==> src/rtl/clkctl_pkg.sv <==
package clkctl_pkg;
  localparam int ADDR_W = 3;

  typedef enum logic [ADDR_W-1:0] {
    RA_CTRL = 3'd0,
    RA_CFG  = 3'd1,
    RA_STAT = 3'd2,
    RA_KEY  = 3'd3,
    RA_PDIV = 3'd4
  } reg_addr_e;

  localparam logic [7:0] KEY_FIRST  = 8'hAA;
  localparam logic [7:0] KEY_SECOND = 8'h55;

  localparam int ST_EN_BIT   = 8;
  localparam int ST_CON_BIT  = 9;
  localparam int ST_LOCK_BIT = 10;
endpackage

==> src/rtl/clkctl_key_seq.sv <==
module clkctl_key_seq
  import clkctl_pkg::*;
#(
  parameter int DATA_W = 16
) (
  input  logic                  clk,
  input  logic                  rst_n,
  input  logic [ADDR_W-1:0]     addr_i,
  input  logic [DATA_W-1:0]     wdata_i,
  input  logic                  wr_en_i,
  input  logic                  rd_en_i,
  output logic                  commit_o
);
  logic armed_q;
  logic key_wr;
  logic is_first;
  logic is_second;

  assign key_wr    = wr_en_i && (addr_i == RA_KEY);
  assign is_first  = (wdata_i == DATA_W'(KEY_FIRST));
  assign is_second = (wdata_i == DATA_W'(KEY_SECOND));
  assign commit_o  = armed_q && key_wr && is_second;

  always_ff @(posedge clk) begin
    if (!rst_n) begin
      armed_q <= 1'b0;
    end else if (key_wr && is_first) begin
      armed_q <= 1'b1;
    end else if (wr_en_i || rd_en_i) begin
      armed_q <= 1'b0;
    end
  end
endmodule

==> src/rtl/clkctl_pclk_div.sv <==
module clkctl_pclk_div #(
  parameter int SEL_W = 2,
  parameter int CNT_W = 2
) (
  input  logic             clk,
  input  logic             rst_n,
  input  logic             wr_i,
  input  logic [SEL_W-1:0] sel_i,
  output logic [SEL_W-1:0] sel_o,
  output logic             pulse_o
);
  logic [SEL_W-1:0] sel_q;
  logic [CNT_W-1:0] cnt_q;
  logic [CNT_W-1:0] last;

  always_comb begin
    case (sel_q)
      SEL_W'(1): last = CNT_W'(0);
      SEL_W'(2): last = CNT_W'(1);
      default:   last = CNT_W'(3);
    endcase
  end

  assign pulse_o = (cnt_q == last);
  assign sel_o   = sel_q;

  always_ff @(posedge clk) begin
    if (!rst_n) begin
      sel_q <= '0;
      cnt_q <= '0;
    end else if (wr_i) begin
      sel_q <= sel_i;
      cnt_q <= '0;
    end else if (cnt_q == last) begin
      cnt_q <= '0;
    end else begin
      cnt_q <= cnt_q + CNT_W'(1);
    end
  end
endmodule

==> src/rtl/clkctl_ratio_dec.sv <==
module clkctl_ratio_dec #(
  parameter int CODE_W = 2,
  localparam int RATIO_W = 1 << CODE_W
) (
  input  logic [CODE_W-1:0]  code_i,
  output logic [RATIO_W-1:0] ratio_o
);
  for (genvar i = 0; i < RATIO_W; i++) begin : g_bit
    assign ratio_o[i] = (code_i == CODE_W'(i));
  end
endmodule

==> src/rtl/clkctl_top.sv <==
module clkctl_top
  import clkctl_pkg::*;
#(
  parameter int DATA_W  = 16,
  parameter int MULT_W  = 5,
  parameter int DCODE_W = 2,
  localparam int CFG_W   = MULT_W + DCODE_W,
  localparam int RATIO_W = 1 << DCODE_W
) (
  input  logic                clk,
  input  logic                rst_n,
  input  logic [ADDR_W-1:0]   addr_i,
  input  logic [DATA_W-1:0]   wdata_i,
  input  logic                wr_en_i,
  input  logic                rd_en_i,
  output logic [DATA_W-1:0]   rdata_o,
  input  logic                lock_i,
  output logic                pll_en_o,
  output logic                pll_connect_o,
  output logic [MULT_W-1:0]   mult_o,
  output logic [DCODE_W-1:0]  div_code_o,
  output logic [RATIO_W-1:0]  post_div_o,
  output logic                pclk_en_o
);
  logic [1:0]       ctrl_sh;
  logic [CFG_W-1:0] cfg_sh;
  logic             en_q;
  logic             con_q;
  logic [CFG_W-1:0] cfg_q;
  logic             commit;
  logic [1:0]       pdiv_sel;
  logic [DATA_W-1:0] status;

  clkctl_key_seq #(.DATA_W(DATA_W)) u_key (
    .clk      (clk),
    .rst_n    (rst_n),
    .addr_i   (addr_i),
    .wdata_i  (wdata_i),
    .wr_en_i  (wr_en_i),
    .rd_en_i  (rd_en_i),
    .commit_o (commit)
  );

  clkctl_pclk_div #(.SEL_W(2), .CNT_W(2)) u_pdiv (
    .clk     (clk),
    .rst_n   (rst_n),
    .wr_i    (wr_en_i && (addr_i == RA_PDIV)),
    .sel_i   (wdata_i[1:0]),
    .sel_o   (pdiv_sel),
    .pulse_o (pclk_en_o)
  );

  clkctl_ratio_dec #(.CODE_W(DCODE_W)) u_ratio (
    .code_i  (div_code_o),
    .ratio_o (post_div_o)
  );

  // shadow copies take every write; active set loads only on commit
  always_ff @(posedge clk) begin
    if (!rst_n) begin
      ctrl_sh <= '0;
      cfg_sh  <= '0;
      en_q    <= 1'b0;
      con_q   <= 1'b0;
      cfg_q   <= '0;
    end else begin
      if (wr_en_i && addr_i == RA_CTRL) ctrl_sh <= wdata_i[1:0];
      if (wr_en_i && addr_i == RA_CFG)  cfg_sh  <= wdata_i[CFG_W-1:0];
      if (commit) begin
        en_q  <= ctrl_sh[0];
        con_q <= ctrl_sh[1];
        cfg_q <= cfg_sh;
      end
    end
  end

  assign pll_en_o      = en_q;
  assign pll_connect_o = en_q && con_q && lock_i;
  assign mult_o        = cfg_q[MULT_W-1:0];
  assign div_code_o    = cfg_q[CFG_W-1:MULT_W];

  always_comb begin
    status = '0;
    status[CFG_W-1:0]  = cfg_q;
    status[ST_EN_BIT]  = en_q;
    status[ST_CON_BIT] = pll_connect_o;
    status[ST_LOCK_BIT] = lock_i;
  end

  always_comb begin
    rdata_o = '0;
    case (addr_i)
      RA_CTRL: rdata_o[1:0]       = ctrl_sh;
      RA_CFG:  rdata_o[CFG_W-1:0] = cfg_sh;
      RA_STAT: rdata_o            = status;
      RA_PDIV: rdata_o[1:0]       = pdiv_sel;
      default: rdata_o            = '0;
    endcase
  end
endmodule

==> config.mk <==
export PLATFORM = sky130hd
export DESIGN_NAME = clkctl_top
export DESIGN_NICKNAME = d
export VERILOG_FILES = /design/src/rtl/clkctl_pkg.sv /design/src/rtl/clkctl_key_seq.sv /design/src/rtl/clkctl_pclk_div.sv /design/src/rtl/clkctl_ratio_dec.sv /design/src/rtl/clkctl_top.sv
export SDC_FILE = /design/constraint.sdc
export NUM_CORES = 1
export LEC_CHECK = 0
export BUFFER_PORTS_ARGS = -buffer_cell sky130_fd_sc_hd__buf_2
export CORE_ASPECT_RATIO = 1.1
export CORE_MARGIN = 2
export CORE_UTILIZATION = 52
export DETAILED_ROUTE_END_ITERATION = 10
export PLACE_DENSITY = 0.88
export SYNTH_ARGS = -nofsm -noshare
export SYNTH_HDL_FRONTEND = slang
export SYNTH_HIERARCHICAL = 1
export SYNTH_SLANG_ARGS = --single-unit
==> constraint.sdc <==
create_clock -name clk -period 3.05 [get_ports clk]
set_clock_uncertainty 0.05 [all_clocks]
set_input_delay 0.305 -clock clk [delete_from_list [all_inputs] [get_ports clk]]
set_output_delay 0.305 -clock clk [all_outputs]
set_load 0.005 [all_outputs]
[Yosys cells after proc, flatten, opt, wreduce, memory -nomap -nowiden]
Index checks and enable logic that the tools add are counted.
Cells by class
  multiplexer cells: 6
  add/sub/neg operators: 1
  eq/ne operators: 12
  bitwise logic cells: 1
  reductions and logical operators: 14
Operators with widths (number)
  16-bit by 7-bit == test with 1-bit output, second input constant: 1
  16-bit by 8-bit == test with 1-bit output, second input constant: 1
  5-bit case mux with 2 select lines: 1
  1-bit logical AND: 9
  2-bit case mux with 4 select lines: 1
  2-bit == test, second input constant: 3
  3-bit by 2-bit == test with 1-bit output, second input constant: 2
  2-bit by 1-bit == test with 1-bit output, second input constant: 2
  4-bit two-way mux: 1
  2-bit case mux with 2 select lines: 1
  3-bit by 1-bit == test with 1-bit output, second input constant: 1
  3-bit == test, second input constant: 1
  3-bit zero test: 1
  3-bit OR reduction: 1
  2-bit by 1-bit adder with 2-bit output, second input constant: 1
  2-bit == test: 1
  2-bit zero test: 1
  1-bit two-way mux: 2
  2-bit nonzero test: 1
  1-bit logical OR: 1
  1-bit inverter: 1
Word-level totals
  bits of input ports: 24
  register bits after elaboration: 23
  word-level logic and storage cells: 42

[Logic depth before layout (Yosys ltp)]
Gate-level depths: netlist of run 1.
  word-level depth: 4
  depth in mapped cells: 6
  gate-level depth less buffers: 5

[Cells and area by module]
Netlist of run 1, hierarchy kept.
Modules (own cells, without submodules)
  clkctl_top: area each 1037.2 um^2, instances 1, cells an instance 109
  clkctl_pclk_div: area each 198.9 um^2, instances 1, cells an instance 21
  clkctl_key_seq: area each 145.1 um^2, instances 1, cells an instance 14
  clkctl_ratio_dec: area each 26.3 um^2, instances 1, cells an instance 4

[Worst setup path after synthesis of run 1]
No wires, ideal clock.
  path type: input to register
  start: input port wdata_i[9]
  end: register cfg_q[0]
  stages on the path: 6
  required time: 2.884 ns
  arrival time: 1.273 ns
  setup time: 0.116 ns
  setup slack: 1.610 ns
  cell sequence: nor4_2 nand3_2 nor2_1 buf_2 mux2i_1 nor2b_1
Between the ends
  longest elaborated chain between the ends: 2
Ends and longest elaborated chain
  from (decl): line clkctl_top.sv:13  | input logic [DATA_W-1:0] wdata_i,
  16-bit by 7-bit == test with 1-bit output: line clkctl_key_seq.sv:21  | assign is_second = (wdata_i == DATA_W'(KEY_SECOND));
  1-bit logical AND: line clkctl_key_seq.sv:22  | assign commit_o = armed_q && key_wr && is_second;
  net commit: line clkctl_top.sv:30  | logic commit;
  to (signal assigned): line clkctl_top.sv:72  | cfg_q <= cfg_sh;
  to (decl): line clkctl_top.sv:29  | logic [CFG_W-1:0] cfg_q;
The timed path passes the listed nets, and every way through them passes these cells.
A chain may end at the register's enable or synchronous reset.

[Final worst setup path of run 1]
  start: register u_pdiv.sel_q[1] (netlist: u_pdiv/sel_o[1])
  end: output port pclk_en_o
Between the ends
  longest elaborated chain between the ends: 3
  elaborated cells between the ends (all ways): 4
  classes of those cells: eq/ne: 3; mux: 1
Ends and longest elaborated chain
  from (decl): line clkctl_pclk_div.sv:12  | logic [SEL_W-1:0] sel_q;
  from (signal assigned): line clkctl_pclk_div.sv:32  | sel_q <= sel_i;
  2-bit == test / 2-bit by 1-bit == test with 1-bit output (equally long branches): line clkctl_pclk_div.sv:17  | case (sel_q)
  2-bit case mux with 2 select lines (*): line clkctl_pclk_div.sv:17
  2-bit == test (*): line clkctl_pclk_div.sv:24  | assign pulse_o = (cnt_q == last);
  to (decl): line clkctl_top.sv:23  | output logic pclk_en_o
Every way passes the cells marked *; elsewhere a longest branch is shown, timed or not.

==> impl_results.md, run 1 <==
- Status: finished clean
- Reg area: 460 µm²
- Part of the power in registers: 59.2%
- P_sw: 0.134 mW
- Total Wirelength: 2.97 mm
- Largest net degree at the start of global routing: 31
- Fillers: 213
- Pwr dens: 321 nW/µm²
- Final slew viol count: 0
- Cts repair resizes: 0
- CP arrival: 1470 ps
- Final count of negative-setup-slack endpoints: 0
- Core outline area: 2540 µm²
- Peak fanout along the critical path: 3
- Worst skew pair latency: 310 ps
- Row count: 19
- Crit path from: u_pdiv/sel_o[1]$_SDFFE_PN0P_
- Highest clock rate: 547 MHz
- Area leader, netlist: dfxtp_1
- Overflow after GRT: 0
- Clock Sinks: 23
- Layout cells sized above 1: 33.7%
- Synth cell types: 36
- Routed wire per std cell: 13.5 µm
- CTS hold repair buffers: 0
- Min-delay src: wdata_i[3]
- Worst hold path type: primary input to flip-flop
- Antenna cells: 0
- Peak ir drop on the vdd network: 0.223 mV
- Detail Route Antenna Nets: 0
- R2R Path End: u_pdiv/cnt_q[1]$_SDFF_PP0_
- Io pins: 54
- LEAKAGE: 0.678 nW
- CTS tree: done
- Initial antenna violation count: 0
- Die Height: 58.6 µm
- Ranking of synthesized cells by area: dfxtp_1, mux2i_1, nor4bb_1
- Clk pwr share: 26.6%
- Critical Path RT: 2690 ps
- Reg2Reg Depth: 4
- H-tree depth: 1
- Net switching fraction of the power: 25.5%
- Clock slew at reported path FFs: 120 ps
- Gr usage total: 20.8%
- TNS Setup: 0 ps
- Starting Density: 55.3%
- WHS: 209 ps
- Synthesized instance count: 148
- Worst Setup EP: pclk_en_o
- Number of buffers created by CTS: 3
- Gate power share: 14.2%
- P&R area growth vs syn: 16.3%
- Pre-antenna DRT Iters: 4
- R2R Setup Slk: 1770 ps
- Maximum root-to-sink buffer count: 2
- Final Core Density: 64.3%
- Asr flop ratio synth: 0%
- Reg-to-reg startpoint: u_pdiv/sel_o[1]$_SDFFE_PN0P_
- Top_reg_cell synth: dfxtp_1
- Top cell type's share of synthesized area: 32.7%
- EDFF count, synth: 0
- Die area: 3140 µm²
- Worst setup SP type: flip-flop
- Syn avg cell area: 9.51 µm²
- Sequential fraction of the synthesis area: 32.7%
- CTS Root Cell: clkbuf_4
- DR vias/cell: 5.51
- Final #Nets: 216
- Max-cap violations: 0
- Crit path kind: flip-flop to output pin
- Dpl cells: 217
- CP Capture Type: output pin
- Int Pwr: 0.391 mW
- GPL Wtd Cong: 0.738
- Dpl hpwl: 2.25 mm
- Initial DRC count: 27
- RSZ-0062 raised after global routing: false
- Vias in the first global route: 1,163
- Post-Syn Area: 1410 µm²
- Area of the multi-input gates: 850 µm²
- YS warnings: 6
- # Post-CTS Setup Buffers: 0
- Port bufs: 47
- DR vias: 1,218
- Final min period: 1830 ps
- #FFs+latches synth: 23
- Finished Layout Cells: 221
- First-pass GRT wire length: 4.94 mm
- Die W: 53.6 µm
- Count of final hold-check violations: 0
- Final period utilization: 60.0%
- Residual DRC count: 0
## layout by cell type (no fill, tap or decap), drive strengths merged
cell type / instances
a211o: 3
a21oi: 6
and2: 1
and2b: 1
and3: 1
and4b: 1
and4bb: 3
buf: 49
clkbuf: 4
conb: 6
dfxtp: 23
ha: 1
inv: 3
mux2: 2
mux2i: 20
nand2: 16
nand2b: 1
nand3: 1
nand3b: 10
nand4: 2
nand4bb: 1
nor2: 5
nor2b: 12
nor3: 1
nor3b: 2
nor4: 2
nor4b: 1
nor4bb: 8
o211ai: 1
o21ai: 1
xnor2: 1
xor2: 1
## synth_stat cells (3+ instances only)
cell type	count
inv_1	3
a211o_1	3
dfxtp_1	23
nor2b_1	12
nor4bb_1	8
nor2_1	5
buf_4	8
nand3b_1	10
buf_2	6
a21oi_1	6
mux2i_1	20
nand2_1	16
## flip-flops by register name, summed over array words and instances (netlist names)
name and count:
u_pdiv/cnt_q 2, cfg_q 7, u_pdiv/sel_o 2, cfg_sh 7
pll_en_o 1, con_q 1, ctrl_sh 2, u_key/armed_q 1
## worst min-delay path by stage
stage | to | slack, ps | cells after the start
final | cfg_sh[3]$_SDFFE_PN0P_ | 210 | 3
after global routing | cfg_sh[3]$_SDFFE_PN0P_ | 190 | 3
after CTS | cfg_sh[3]$_SDFFE_PN0P_ | 190 | 3
after detailed placement | cfg_sh[5]$_SDFFE_PN0P_ | 430 | 2
after global placement | cfg_sh[6]$_SDFFE_PN0P_ | 410 | 2
after floorplan | u_pdiv/sel_o[0]$_SDFFE_PN0P_ | 380 | 1
## logic make-up after synthesis
group / share of synthesized area (%)
DFF: 32.7
and+or+nand+nor: 35.6
adders and majority gates: 0.889
buffers and inverters: 8.27
AOI/OAI and AO/OA: 5.16
xor gates and xnor gates: 1.24
muxes: 15.8
other: 0.266
## metrics by stage
step                      setup WS [ps]  power [mW]  cell area [µm²]
after floorplan                    1610       0.369             1430
after global placement             1300       0.388             1610
after detailed placement           1250       0.392             1610
after CTS                          1220       0.529             1640
after global routing               1120       0.551             1640
final                              1220       0.525             1640
## power by group through the flow
stage	Sequential, mW	Combinational (mW)	Clock [mW]
3_5_place_dp	0.318	0.0740	0
6_report	0.311	0.0746	0.139
5_1_grt	0.312	0.0816	0.157
3_3_place_gp	0.317	0.0706	0
2_1_floorplan	0.316	0.0526	0
4_1_cts	0.311	0.0743	0.144
## worst max-delay path, cell delays in order (launching register included)
cell,delay (ps)
dfxtp_1,380
inv_1,60
ha_1,330
xor2_1,200
nor2_1,70
buf_2,120
## final cells by class
type	count	area share (%)
well taps	31	2.37
inverters	3	0.688
flip-flops and latches	23	28.1
repair buffers	49	15.3
multi-input cells	111	51.9
clock buffers	4	1.61
## metal layers
layer	GRT usage [%]	vias up	wire length, µm
met1	26.1	565	1260
met5	0	-	0
met2	36.0	57	1480
met3	3.30	4	209
met4	6.59	0	33
li1	-	592	-
No activity file was read; power rests on OpenSTA's default activity.
==> inputs of run 2 (changes only) <==
--- a/config.mk
+++ b/config.mk
@@ -8,9 +8,9 @@
 export BUFFER_PORTS_ARGS = -buffer_cell sky130_fd_sc_hd__buf_2
 export CORE_ASPECT_RATIO = 1.1
 export CORE_MARGIN = 2
-export CORE_UTILIZATION = 52
+export CORE_UTILIZATION = 44
 export DETAILED_ROUTE_END_ITERATION = 10
-export PLACE_DENSITY = 0.88
+export PLACE_DENSITY = 0.8
 export SYNTH_ARGS = -nofsm -noshare
 export SYNTH_HDL_FRONTEND = slang
 export SYNTH_HIERARCHICAL = 1
==> constraint.sdc (replaced) <==
create_clock -name clk -period 1.46 [get_ports clk]
set_clock_uncertainty 0.05 [all_clocks]
set_input_delay 0.146 -clock clk [delete_from_list [all_inputs] [get_ports clk]]
set_output_delay 0.146 -clock clk [all_outputs]
set_load 0.005 [all_outputs]
==> run 2 against run 1 <==
Against the previous run:
- the run now ends with negative setup slack left
- via count grew 0.25%
- core utilization shrank 5.8 points
- clock power grew 120%
- first-iteration DRC count grew 7.4%
- worst setup slack lost 1300 ps
- count of clock-buffer cells in the layout shrank 1
- critical path depth is the same
==> impl_results.md, run 2 (synthesis gave the netlist of run 1 again) <==
- Die Height: 63.3 µm
- First-pass GRT wire length: 4.87 mm
- Highest clock rate: 651 MHz
- Final count of negative-setup-slack endpoints: 3
- DP Area: 1660 µm²
- TNS Setup: -134 ps
- Number of buffers created by CTS: 3
- Final Total Pwr: 1.13 mW
- CP top delay family: flip-flops
- Most common cell after layout, fill and taps aside: buf_2
- GPL Wtd Cong: 0.751
- Starting Density: 46.2%
- Critical Path RT: 1260 ps
- Routed wire per std cell: 12.7 µm
- Area of the multi-input gates: 873 µm²
- Biggest regs: cfg_q: 7 flops, cfg_sh: 7 flops
- P&R area growth vs syn: 26.7%
- Io pins: 54
- Critical Path, Cell by Cell: inv_2, ha_4, xor2_2, nor2_1, buf_2
- Antenna cells: 0
- Max-cap violations: 0
- Layout cells sized above 1: 44.1%
- Dpl cells: 226
- Die area: 3670 µm²
- Critical Path Max Stage Delay: 360 ps
- Largest net degree at the start of global routing: 20
- Worst skew pair latency: 320 ps
- Failing checks: negative setup slack
- Overflow after GRT: 0
- Crit path kind: flip-flop to output pin
- Commonest non-fill, non-tap cells in the layout: buf_2, mux2i_1, nand2_1, buf_4, dfxtp_1
- Fillers: 268
- Maximum root-to-sink buffer count: 2
- DR vias: 1,221
- Final WS setup: -75.1 ps
- CP arrival: 1340 ps
- Worst hold path type: primary input to flip-flop
- Final Instance Area: 1780 µm²
- RSZ-0062 raised after global routing: true
- Detail Route Antenna Nets: 0
- Final min period: 1540 ps
- Final #Nets: 230
- CP max stage cell: dfxtp_2
- Hold path depth: 3
- Status: complete, but fails checks
- CTS tree: done
- Final slew viol count: 0
- Vias in the first global route: 1,137
- Peak ir drop on the vdd network: 0.396 mV
- Pwr dens: 634 nW/µm²
- DR vias/cell: 5.13
- Worst path bufs/invs: 2
- Total Wirelength: 3.02 mm
- Final period utilization: 105%
- Peak fanout along the critical path: 3
- Initial DRC count: 29
- WHS: 42.3 ps
- Die W: 57.9 µm
- Clock slew at reported path FFs: 130 ps
- Worst setup SP type: flip-flop
- Pre-antenna DRT Iters: 4
- H-tree depth: 1
- CP Capture Type: output pin
- Residual DRC count: 0
- Stages on worst setup path: 5
- Core outline area: 3050 µm²
- Count of final hold-check violations: 0
- LEAKAGE: 0.761 nW
- Dpl hpwl: 2.27 mm
- CTS Root Cell: clkbuf_4
- Finished Layout Cells: 238
- Clock Sinks: 23
- Initial antenna violation count: 0
- Gr usage total: 17.0%
- Reg2Reg Depth: 6
- Reg area: 473 µm²
- Row count: 21
- Port bufs: 47
## run 2: changes by cell type in the layout (fill, tap and decap cells not counted), sizes merged
cell	delta
buf	+14
clkbuf	-1
clkinv	+1
## run 2: final cells by class
cell class | instances | area share [%]
clock inverters | 1 | 0.281
well taps | 34 | 2.39
inverters | 3 | 0.632
clock buffers | 3 | 1.26
repair buffers | 63 | 19.9
multi-input cells | 111 | 49.0
flip-flops and latches | 23 | 26.5
## run 2: final timing paths
| path | from | to | slack [ps] |
|---|---|---|---|
| setup / recovery | u_pdiv/sel_o[1]$_SDFFE_PN0P_ | pclk_en_o | -80 |
| hold reg to reg | cfg_sh[5]$_SDFFE_PN0P_ | cfg_sh[5]$_SDFFE_PN0P_ | 440 |
| hold / removal | wdata_i[4] | cfg_sh[4]$_SDFFE_PN0P_ | 40 |
| setup reg to reg | u_pdiv/sel_o[1]$_SDFFE_PN0P_ | u_pdiv/cnt_q[0]$_SDFF_PP0_ | 230 |
## run 2: metal layers
metal  up-vias  routed length [µm]  GRT usage, %
li1        623                   -             -
met1       555                1340          20.8
met2        38                1470          29.8
met3         5                 160          2.05
met4         0                  45          6.10
met5         -                   0             0
## run 2: power by group
part,switching (mW),internal [mW]
logic,0.0894,0.0930
clock network,0.198,0.103
registers,0.0105,0.638
## run 2: worst min-delay path, delay by kind of cell
kind | cells | cell delay, ps
AND/OR/NAND/NOR | 1 | 50
buffers and inverters | 1 | 110
multiplexers | 1 | 60
## run 2: timing repair
action	in CTS	in global routing
setup buffers	6	2
gates resized for setup	11	2
endpoints found under the setup margin	4	4
pin swaps	4	4
hold buffers	0	0
## run 2: through the flow
step	utilization [%]	worst slack, ps
detailed placement	54.4	17.5
global route	58.5	-147
floorplan	-	179
global placement	54.4	52.0
CTS	57.8	-68.9
finish	58.5	-75.1
==> inputs of run 3 (changes only) <==
--- a/config.mk
+++ b/config.mk
@@ -8,10 +8,9 @@
 export BUFFER_PORTS_ARGS = -buffer_cell sky130_fd_sc_hd__buf_2
 export CORE_ASPECT_RATIO = 1.1
 export CORE_MARGIN = 2
-export CORE_UTILIZATION = 44
+export CORE_UTILIZATION = 42
 export DETAILED_ROUTE_END_ITERATION = 10
-export PLACE_DENSITY = 0.8
+export PLACE_DENSITY = 0.78
 export SYNTH_ARGS = -nofsm -noshare
 export SYNTH_HDL_FRONTEND = slang
-export SYNTH_HIERARCHICAL = 1
 export SYNTH_SLANG_ARGS = --single-unit
==> run 3 against run 2 <==
Against the previous run:
- critical endpoint unchanged
- the flow still finishes with violations (negative setup slack)
- wire length is 6.6% lower
- largest power group unchanged
- highest routed layer unchanged
- synthesized cell count is 1.4% lower
- fmax is 3.5% higher
- flip-flop and latch count stayed put
- count of clock-buffer cells in the layout is 1 higher
==> impl_results.md, run 3 <==
- P_sw: 0.283 mW
- Final min period: 1480 ps
- Top cell type's share of synthesized area: 35.7%
- CP top delay family: flip-flops
- Part of the power in registers: 59.0%
- Number of buffers created by CTS: 3
- Initial antenna violation count: 0
- Io pins: 54
- DP Area: 1560 µm²
- CTS hold repair buffers: 0
- #FFs+latches synth: 23
- Failing checks: negative setup slack
- Clk pwr share: 26.7%
- Most common cell in the netlist: dfxtp_1
- Global-route met2 utilization: 25.4%
- Multiplexer share of the synthesized area: 17.1%
- DR vias/cell: 5.06
- Area leader, netlist: dfxtp_1
- First-pass GRT wire length: 4.37 mm
- Highest clock rate: 674 MHz
- Total Wirelength: 2.82 mm
- LEAKAGE: 0.685 nW
- Initial DRC count: 37
- P&R area growth vs syn: 25.3%
- Int Pwr: 0.828 mW
- Layout cells sized above 1: 36.7%
- Final Total Pwr: 1.11 mW
- Critical Path RT: 1260 ps
- Xor/xnor share of the synthesized area: 2.04%
- Commonest cells post-synth: dfxtp_1, mux2i_1, nand2_1
- Worst skew pair latency: 300 ps
- Post-Syn Area: 1290 µm²
- CP arrival: 1290 ps
- Detail Route Antenna Nets: 0
- Met3 Use GR: 3.11%
- Final slew viol count: 0
- GR peak layer: met2
- Largest net degree at the start of global routing: 32
- Asr flop ratio synth: 0%
- Gate power share: 14.3%
- Count of final hold-check violations: 0
- Final WS setup: -22.7 ps
- Row count: 21
- H-tree depth: 1
- Antenna cells: 0
- Commonest non-fill, non-tap cells in the layout: buf_2, mux2i_1, nand2_1, dfxtp_1
- Final period utilization: 102%
- Worst setup SP type: flip-flop
- Peak fanout along the critical path: 2
- CP Capture Type: output pin
- Simple-gate share of the synthesized area: 31.5%
- Top_reg_cell synth: dfxtp_1
- GR Util met1: 22.0%
- YS warnings: 0
- Port bufs: 47
- Final count of negative-setup-slack endpoints: 1
- Crit path kind: flip-flop to output pin
- Net switching fraction of the power: 25.5%
- DR vias: 1,163
- GPL Wtd Cong: 0.814
- Dpl hpwl: 2.17 mm
- Gr usage total: 16.1%
- Final #Nets: 222
- CTS tree: done
- Ranking of synthesized cells by area: dfxtp_1, mux2i_1, nor2b_1
- Largest family of logic cells by synthesized area: simple AND/OR/NAND/NOR gates
- Compound-Gate Fraction of Synth Area: 4.85%
- Die Height: 62.1 µm
- Die area: 3530 µm²
- Final Instance Area: 1620 µm²
- CP max stage cell: dfxtp_2
- Final Core Density: 53.9%
- Adder-cell share of the synthesized area: 0.971%
- Critical Path Max Stage Delay: 360 ps
- Vias in the first global route: 908
- Worst hold path type: primary input to flip-flop
- Peak ir drop on the vdd network: 0.558 mV
- Pre-antenna DRT Iters: 4
- Synthesized instance count: 146
- Starting Density: 43.0%
- Dpl ws: -31.6 ps
- Dpl cells: 225
- Biggest regs: cfg_q: 7 flops, cfg_sh: 7 flops
- R2R Setup Slk: 210 ps
- Critical Path, Cell by Cell: inv_2, ha_4, xor2_1, nor2_1, buf_2
- Max-cap violations: 0
- Sequential fraction of the synthesis area: 35.7%
- Overflow after GRT: 0
- Most common cell after layout, fill and taps aside: buf_2
- Finished Layout Cells: 230
- Core outline area: 3000 µm²
- Maximum root-to-sink buffer count: 2
- Clock slew at reported path FFs: 120 ps
- Synth cell types: 31
- Routed wire per std cell: 12.2 µm
- CTS Root Cell: clkbuf_4
- Syn avg cell area: 8.83 µm²
- RSZ-0062 raised after global routing: true
- Clock Sinks: 23
- Pwr dens: 688 nW/µm²
- Die W: 56.8 µm
- EDFF count, synth: 0
- Residual DRC count: 0
- Status: complete, but fails checks
- Worst path bufs/invs: 2
==> run 3: cell families (layout without fill, tap and decap cells) <==
family / count (synthesis) / in the layout
AND/OR/NAND/NOR: 71 / 71
flip-flops: 23 / 23
multiplexers: 22 / 22
buffers and inverters: 15 / 60
AO/OA/AOI/OAI: 10 / 10
XOR/XNOR: 3 / 3
adder cells (fa/ha/maj): 1 / 1
other: 1 / 6
==> run 3: worst min-delay path, cell delays in order <==
cell,delay (ps)
buf_2,100
mux2i_1,60
nor2b_1,90
==> run 3: routing by layer <==
| metal | vias to the layer above | share of wire [%] | wire length [µm] |
|---|---|---|---|
| li1 | 589 | - | - |
| met1 | 524 | 47 | 1320 |
| met2 | 48 | 45 | 1260 |
| met3 | 2 | 7.5 | 212 |
| met4 | 0 | 0.64 | 18 |
| met5 | - | 0 | 0 |
==> run 3: layout make-up <==
type | count | area, µm²
fill | 291 | 1380
multi-input combinational | 113 | 766
timing repair buffer | 55 | 308
sequential | 23 | 469
tap | 34 | 42.5
clock buffer | 4 | 26.3
inverter | 1 | 3.75
==> run 3: path summary, 6_finish.rpt <==
check,startpoint,depth (start not counted),end
worst max-delay path,u_pdiv.sel_o[1]$_SDFFE_PN0P_,5,pclk_en_o
worst min-delay path,wdata_i[4],3,cfg_sh[4]$_SDFFE_PN0P_
worst max register to register,u_pdiv.sel_o[1]$_SDFFE_PN0P_,6,u_pdiv.cnt_q[1]$_SDFF_PP0_
worst min register to register,cfg_q[1]$_SDFFE_PN0P_,2,cfg_q[1]$_SDFFE_PN0P_
==> run 3: power groups by stage <==
stage	clock network [mW]	logic, mW	registers, mW
final	0.297	0.159	0.656
after global routing	0.327	0.179	0.659
after CTS	0.305	0.158	0.655
after detailed placement	0	0.155	0.669
after global placement	0	0.155	0.669
after floorplan	0	0.100	0.666
==> run 3: through the flow <==
| stage | hold WS (ps) | setup TNS (ps) |
|---|---|---|
| global route | 86.0 | -151 |
| floorplan | 260 | 0 |
| CTS | 60.2 | -47.1 |
| detailed placement | 390 | -84.1 |
| global placement | 382 | 0 |
| finish | 67.4 | -22.7 |
==> run 3: what timing repair did <==
item / 4_1_cts / 5_1_grt
pin swaps: 2 / 2
resized for setup: 4 / 7
setup endpoints to repair: 1 / 4
buffers inserted: 1 / 0
